## config.mk

```make
export PLATFORM = sky130hd
export DESIGN_NAME = mrc_rns2bin
export DESIGN_NICKNAME = d
export VERILOG_FILES = /design/src/rtl/mrc_pkg.sv /design/src/rtl/mrc_csa.sv /design/src/rtl/mrc_p_digit.sv /design/src/rtl/mrc_qstar.sv /design/src/rtl/mrc_mul_m.sv /design/src/rtl/mrc_recon.sv /design/src/rtl/mrc_rns2bin.sv
export SDC_FILE = /design/constraint.sdc
export NUM_CORES = 1
export LEC_CHECK = 0
export CAP_MARGIN = 20
export CORE_UTILIZATION = 49
export DETAILED_ROUTE_END_ITERATION = 6
export PLACE_DENSITY_LB_ADDON = 0.05
export SYNTH_ARGS = -nofsm -noshare
export SYNTH_HDL_FRONTEND = slang
export SYNTH_HIERARCHICAL = 1
export SYNTH_SLANG_ARGS = --single-unit
```

## constraint.sdc

```tcl
create_clock -name vclk -period 12.87
set_clock_uncertainty 0.2 [all_clocks]
set_input_delay 1.9305 -clock vclk [all_inputs]
set_output_delay 1.9305 -clock vclk [all_outputs]
set_load 0.01 [all_outputs]
```

## src/rtl/mrc_pkg.sv

```systemverilog
package mrc_pkg;

    // Candidate chosen by the top-digit reduction; value equals the
    // candidate index, candidate i holds sum + (i-1)*(2m-1).
    typedef enum logic [1:0] {
        FIX_SUB1 = 2'd0,
        FIX_NONE = 2'd1,
        FIX_ADD1 = 2'd2,
        FIX_ADD2 = 2'd3
    } fix_e;

endpackage

```

## src/rtl/mrc_csa.sv

```systemverilog
module mrc_csa #(
    parameter int W = 8
) (
    input  logic [W-1:0] a_i,
    input  logic [W-1:0] b_i,
    input  logic [W-1:0] c_i,
    output logic [W-1:0] sum_o,
    output logic [W-1:0] cry_o
);

    logic [W-1:0] maj;

    always_comb begin
        sum_o = a_i ^ b_i ^ c_i;
        maj   = (a_i & b_i) | (a_i & c_i) | (b_i & c_i);
        cry_o = {maj[W-2:0], 1'b0};
    end

endmodule

```

## src/rtl/mrc_p_digit.sv

```systemverilog
module mrc_p_digit #(
    parameter int M = 21,
    parameter int K = 6
) (
    input  logic [K-1:0] x2_i,
    input  logic [K-1:0] x3_i,
    output logic [K-1:0] p_o,
    output logic         wrap_o
);

    localparam logic [K:0] MOD3 = (K+1)'(2 * M + 1);

    logic [K:0] diff;
    logic [K:0] fixed;

    always_comb begin
        diff   = {1'b0, x2_i} - {1'b0, x3_i};
        wrap_o = diff[K];
        fixed  = diff + (wrap_o ? MOD3 : '0);
        p_o    = fixed[K-1:0];
    end

endmodule

```

## src/rtl/mrc_qstar.sv

```systemverilog
module mrc_qstar
    import mrc_pkg::*;
#(
    parameter int M = 21,
    parameter int K = 6
) (
    input  logic [K-1:0] x1_i,
    input  logic [K-1:0] x2_i,
    input  logic [K-1:0] x3_i,
    input  logic         wrap_i,
    output logic [K-1:0] qs_o
);

    localparam int SW = K + 3;
    localparam int MOD1 = 2 * M - 1;

    logic [SW-1:0] op_x3, op_x1, op_nx2, op_w;
    logic [SW-1:0] s1, c1, s2, c2;
    logic [SW-1:0] total;
    logic [SW-1:0] cand [4];
    logic [3:0]    neg;
    fix_e          pick;

    always_comb begin
        op_x3  = SW'(x3_i);
        op_x1  = SW'(x1_i);
        op_nx2 = ~{2'b00, x2_i, 1'b0};
        op_w   = wrap_i ? {{(SW-1){1'b1}}, 1'b0} : '0;
    end

    mrc_csa #(.W(SW)) i_csa_a (
        .a_i(op_x3), .b_i(op_x1), .c_i(op_nx2),
        .sum_o(s1), .cry_o(c1)
    );

    mrc_csa #(.W(SW)) i_csa_b (
        .a_i(s1), .b_i(c1), .c_i(op_w),
        .sum_o(s2), .cry_o(c2)
    );

    // carry-in of 1 completes the two's complement of 2*x2
    assign total = s2 + c2 + SW'(1);

    for (genvar gi = 0; gi < 4; gi++) begin : g_cand
        localparam logic [SW-1:0] OFS = SW'((gi - 1) * MOD1);
        assign cand[gi] = total + OFS;
        assign neg[gi]  = cand[gi][SW-1];
    end

    always_comb begin
        if (!neg[0])      pick = FIX_SUB1;
        else if (!neg[1]) pick = FIX_NONE;
        else if (!neg[2]) pick = FIX_ADD1;
        else              pick = FIX_ADD2;
    end

    always_comb begin
        unique case (pick)
            FIX_SUB1: qs_o = cand[0][K-1:0];
            FIX_NONE: qs_o = cand[1][K-1:0];
            FIX_ADD1: qs_o = cand[2][K-1:0];
            FIX_ADD2: qs_o = cand[3][K-1:0];
            default:  qs_o = '0;
        endcase
    end

endmodule

```

## src/rtl/mrc_mul_m.sv

```systemverilog
module mrc_mul_m #(
    parameter int M = 21,
    parameter int K = 6
) (
    input  logic [K-1:0] qs_i,
    output logic [K-1:0] q_o
);

    localparam logic [K-1:0] TWO_M = K'(2 * M);

    logic [K-1:0] half;
    logic [K-1:0] gated_m;

    always_comb begin
        half    = {1'b0, qs_i[K-1:1]};
        gated_m = {1'b0, TWO_M[K-1:1]} & {K{qs_i[0]}};
        q_o     = half + gated_m;
    end

endmodule

```

## src/rtl/mrc_recon.sv

```systemverilog
module mrc_recon #(
    parameter int M = 21,
    parameter int K = 6
) (
    input  logic [K-1:0]   x2_i,
    input  logic [K-1:0]   p_i,
    input  logic [K-1:0]   q_i,
    output logic [3*K-1:0] x_o
);

    localparam int XW = 3 * K;
    localparam logic [XW-1:0] W_P = XW'(2 * M);
    localparam logic [XW-1:0] W_Q = XW'(2 * M * (2 * M + 1));

    always_comb begin
        x_o = XW'(x2_i) + XW'(p_i) * W_P + XW'(q_i) * W_Q;
    end

endmodule

```

## src/rtl/mrc_rns2bin.sv

```systemverilog
module mrc_rns2bin #(
    parameter int M = 21,
    localparam int K = $clog2(2 * M + 2)
) (
    input  logic [K-1:0]   res_m1_i,
    input  logic [K-1:0]   res_m2_i,
    input  logic [K-1:0]   res_m3_i,
    output logic [3*K-1:0] value_o,
    output logic [K-1:0]   digit_p_o,
    output logic [K-1:0]   digit_q_o
);

    logic         wrap;
    logic [K-1:0] qstar;

    mrc_p_digit #(.M(M), .K(K)) i_p (
        .x2_i(res_m2_i), .x3_i(res_m3_i),
        .p_o(digit_p_o), .wrap_o(wrap)
    );

    mrc_qstar #(.M(M), .K(K)) i_qs (
        .x1_i(res_m1_i), .x2_i(res_m2_i), .x3_i(res_m3_i),
        .wrap_i(wrap), .qs_o(qstar)
    );

    mrc_mul_m #(.M(M), .K(K)) i_mul (
        .qs_i(qstar), .q_o(digit_q_o)
    );

    mrc_recon #(.M(M), .K(K)) i_rec (
        .x2_i(res_m2_i), .p_i(digit_p_o), .q_i(digit_q_o),
        .x_o(value_o)
    );

endmodule

```

==> reports/summary.json <==
{
  "total_congestion_overflow_after_global_routing": 0,
  "place_congestion": 0.940,
  "port_buffers": 48,
  "dpl.hpwl_um": 8490,
  "postRouteWirelength_um": 11500,
  "grt_first_pass_wirelength_um": 17500,
  "worstSetupStartpointType": "input pin",
  "post_synth_main_area_contributors": "ha_1, fa_1, xnor2_1",
  "required_time_at_the_endpoint_of_the_critical_path_ns": 10.74,
  "floorplan.die_area_mm2": 0.00830,
  "run_status": "finished with violations",
  "io-pin-count": 48,
  "finalCriticalPeriod_ns": 13.23,
  "via_count": 3982,
  "core.rowCount": 32,
  "slowest_stage": "fa_1",
  "drt_wl_cell_um": 15.4,
  "mean_syn_cell_area_um2": 8.64,
  "final_net_count": 786,
  "worst_slack_ns": -0.357,
  "synth-warning-count": 6,
  "yosys.area.top_type": "ha_1",
  "critPathArrivalTime_ns": 11.10,
  "cpPeakStageDelay_ns": 0.45,
  "timing.final.max_slew_violations": 0,
  "seq_area_frac_synth_pct": 0,
  "period_share_pct": 103,
  "setup_viol": 6,
  "ys_types": 71,
  "cell_with_the_most_instances_after_synthesis": "ha_1",
  "grt_start_max_net_pins": 7,
  "route.antenna.remaining_nets": 0,
  "grt_pass1_vias": 4037,
  "fmax_mhz": 75.6,
  "hold_path_class": "input pin to primary output",
  "placeableCoreArea_mm2": 0.00769,
  "post-route-util_pct": 81.7,
  "grt_antenna_before_repair": 0,
  "seq_cells": 0,
  "track_usage_pct": 25.5,
  "timing.critical_path.mode_cell": "ha_1",
  "post-synth-top-area-fraction_pct": 28.9,
  "crit_path_max_fanout": 5,
  "final_layout_size_suffix_gt1_share_pct": 43.7,
  "netlist_area_mm2": 0.00389,
  "hp-start": "res_m2_i[0]",
  "area_growth_pct": 61.5,
  "drv.max_cap_violation_count": 0,
  "drc": 0,
  "floorplan.initialDensity_pct": 50.6,
  "via_per_inst": 5.33,
  "timing.hold.worst_endpoint": "value_o[0]",
  "syn-instance-count": 450,
  "die_width_um": 91.1,
  "min_path_cells": 3,
  "ys_top_cells_by_count": "ha_1, inv_1, a21oi_1, fa_1, xnor2_1",
  "vertical_die_dimension_um": 91.1,
  "final-hold-violation-count": 0,
  "failing_checks": "negative setup slack",
  "ff_latch_area_um2": 0,
  "nClkBuffers": 0,
  "antenna_cells_inserted": 0,
  "rsz0062_at_grt": "true",
  "final.hold.worst_slack_ns": 4.36,
  "drt_pre_antenna_iters": 4,
  "crit_path_end_kind": "primary output",
  "drt_iter0_drc": 53,
  "count_of_hold_fix_buffers_inserted_at_cts": 0,
  "cp_class": "input pin to primary output"
}
-- layout by cell type (no fill, tap or decap), types with 4 or more instances in the layout --
| master | synthesis | routed |
|---|---|---|
| clkbuf_2 | 0 | 4 |
| ha_2 | 0 | 5 |
| and3_1 | 5 | 4 |
| o21ai_0 | 6 | 5 |
| fa_2 | 0 | 5 |
| nor2_2 | 0 | 4 |
| ha_4 | 0 | 25 |
| buf_2 | 3 | 7 |
| conb_1 | 4 | 12 |
| nor2_1 | 25 | 19 |
| buf_6 | 1 | 5 |
| nand3_1 | 6 | 5 |
| a211o_1 | 5 | 5 |
| clkdlybuf4s50_1 | 0 | 27 |
| xnor2_1 | 28 | 20 |
| inv_1 | 62 | 54 |
| o21a_1 | 5 | 5 |
| xnor2_2 | 1 | 8 |
| dlygate4sd2_1 | 0 | 6 |
| a21oi_2 | 2 | 11 |
| a21oi_1 | 34 | 23 |
| nand2_2 | 1 | 4 |
| a31oi_1 | 5 | 4 |
| nand2b_1 | 4 | 4 |
| xor2_1 | 16 | 14 |
| inv_2 | 0 | 7 |
| nand2_1 | 27 | 24 |
| ha_1 | 90 | 60 |
| fa_1 | 31 | 26 |
| a21o_1 | 5 | 5 |
| buf_4 | 3 | 141 |
| nor2b_1 | 6 | 5 |
-- layout make-up --
class	instances	area [um2]
well taps	102	128
repair buffers	194	1540
inverters	62	235
fillers	487	1410
multi-input cells	389	4380
-- cells by family after synthesis --
logic type | synth area share, %
other cells | 0.386
compound gates | 20.5
fa+ha+maj | 44.9
simple gates | 13.3
buf+inv | 7.33
mux | 0.515
xor+xnor | 13.0
-- worst max-delay path, delay by kind of cell --
family,cells,cell delay [ns]
adder cells (fa/ha/maj),12,3.40
AO/OA/AOI/OAI,13,2.27
AND/OR/NAND/NOR,9,1.62
buffers and inverters,11,1.20
XOR/XNOR,3,0.63
-- worst max path at each step --
stage | from | end | slack, ns | depth (start not counted)
final | res_m2_i[0] | value_o[17] | -0.36 | 48
after global routing | res_m2_i[0] | value_o[17] | -0.68 | 48
after CTS | res_m2_i[0] | value_o[17] | -0.18 | 43
after detailed placement | res_m2_i[0] | value_o[17] | -1.17 | 42
after global placement | res_m2_i[0] | value_o[17] | -0.95 | 42
after floorplan | res_m2_i[0] | value_o[17] | 0.03 | 41
-- timing repair --
action,CTS,global route
pin swaps,49,50
gates cloned,1,0
hold endpoints to repair,0,0
endpoints found under the setup margin,13,13
gates resized for setup,94,70
buffers inserted,11,13
-- routing by layer --
metal / GRT usage [%] / up-vias / part of all wire [%]
li1: - / 1947 / -
met1: 29.9 / 1891 / 41
met2: 50.2 / 105 / 53
met3: 1.17 / 39 / 3.1
met4: 6.08 / 0 / 3.3
met5: 0 / - / 0
-- per-stage QoR --
stage | setup slack, ns | setup TNS, ns | std cells | cell area [um2]
after detailed placement | -1.17 | -11.18 | 722 | 5500
after CTS | -0.183 | -0.360 | 734 | 5880
after global placement | -0.946 | -8.88 | 722 | 5500
after global routing | -0.681 | -4.23 | 747 | 6280
after floorplan | 0.0294 | 0 | 458 | 4030
final | -0.357 | -1.59 | 747 | 6280
Power is left out: the tool's default activity adds up to more than one toggle a clock period on the data nets, which glitch-free logic cannot reach.
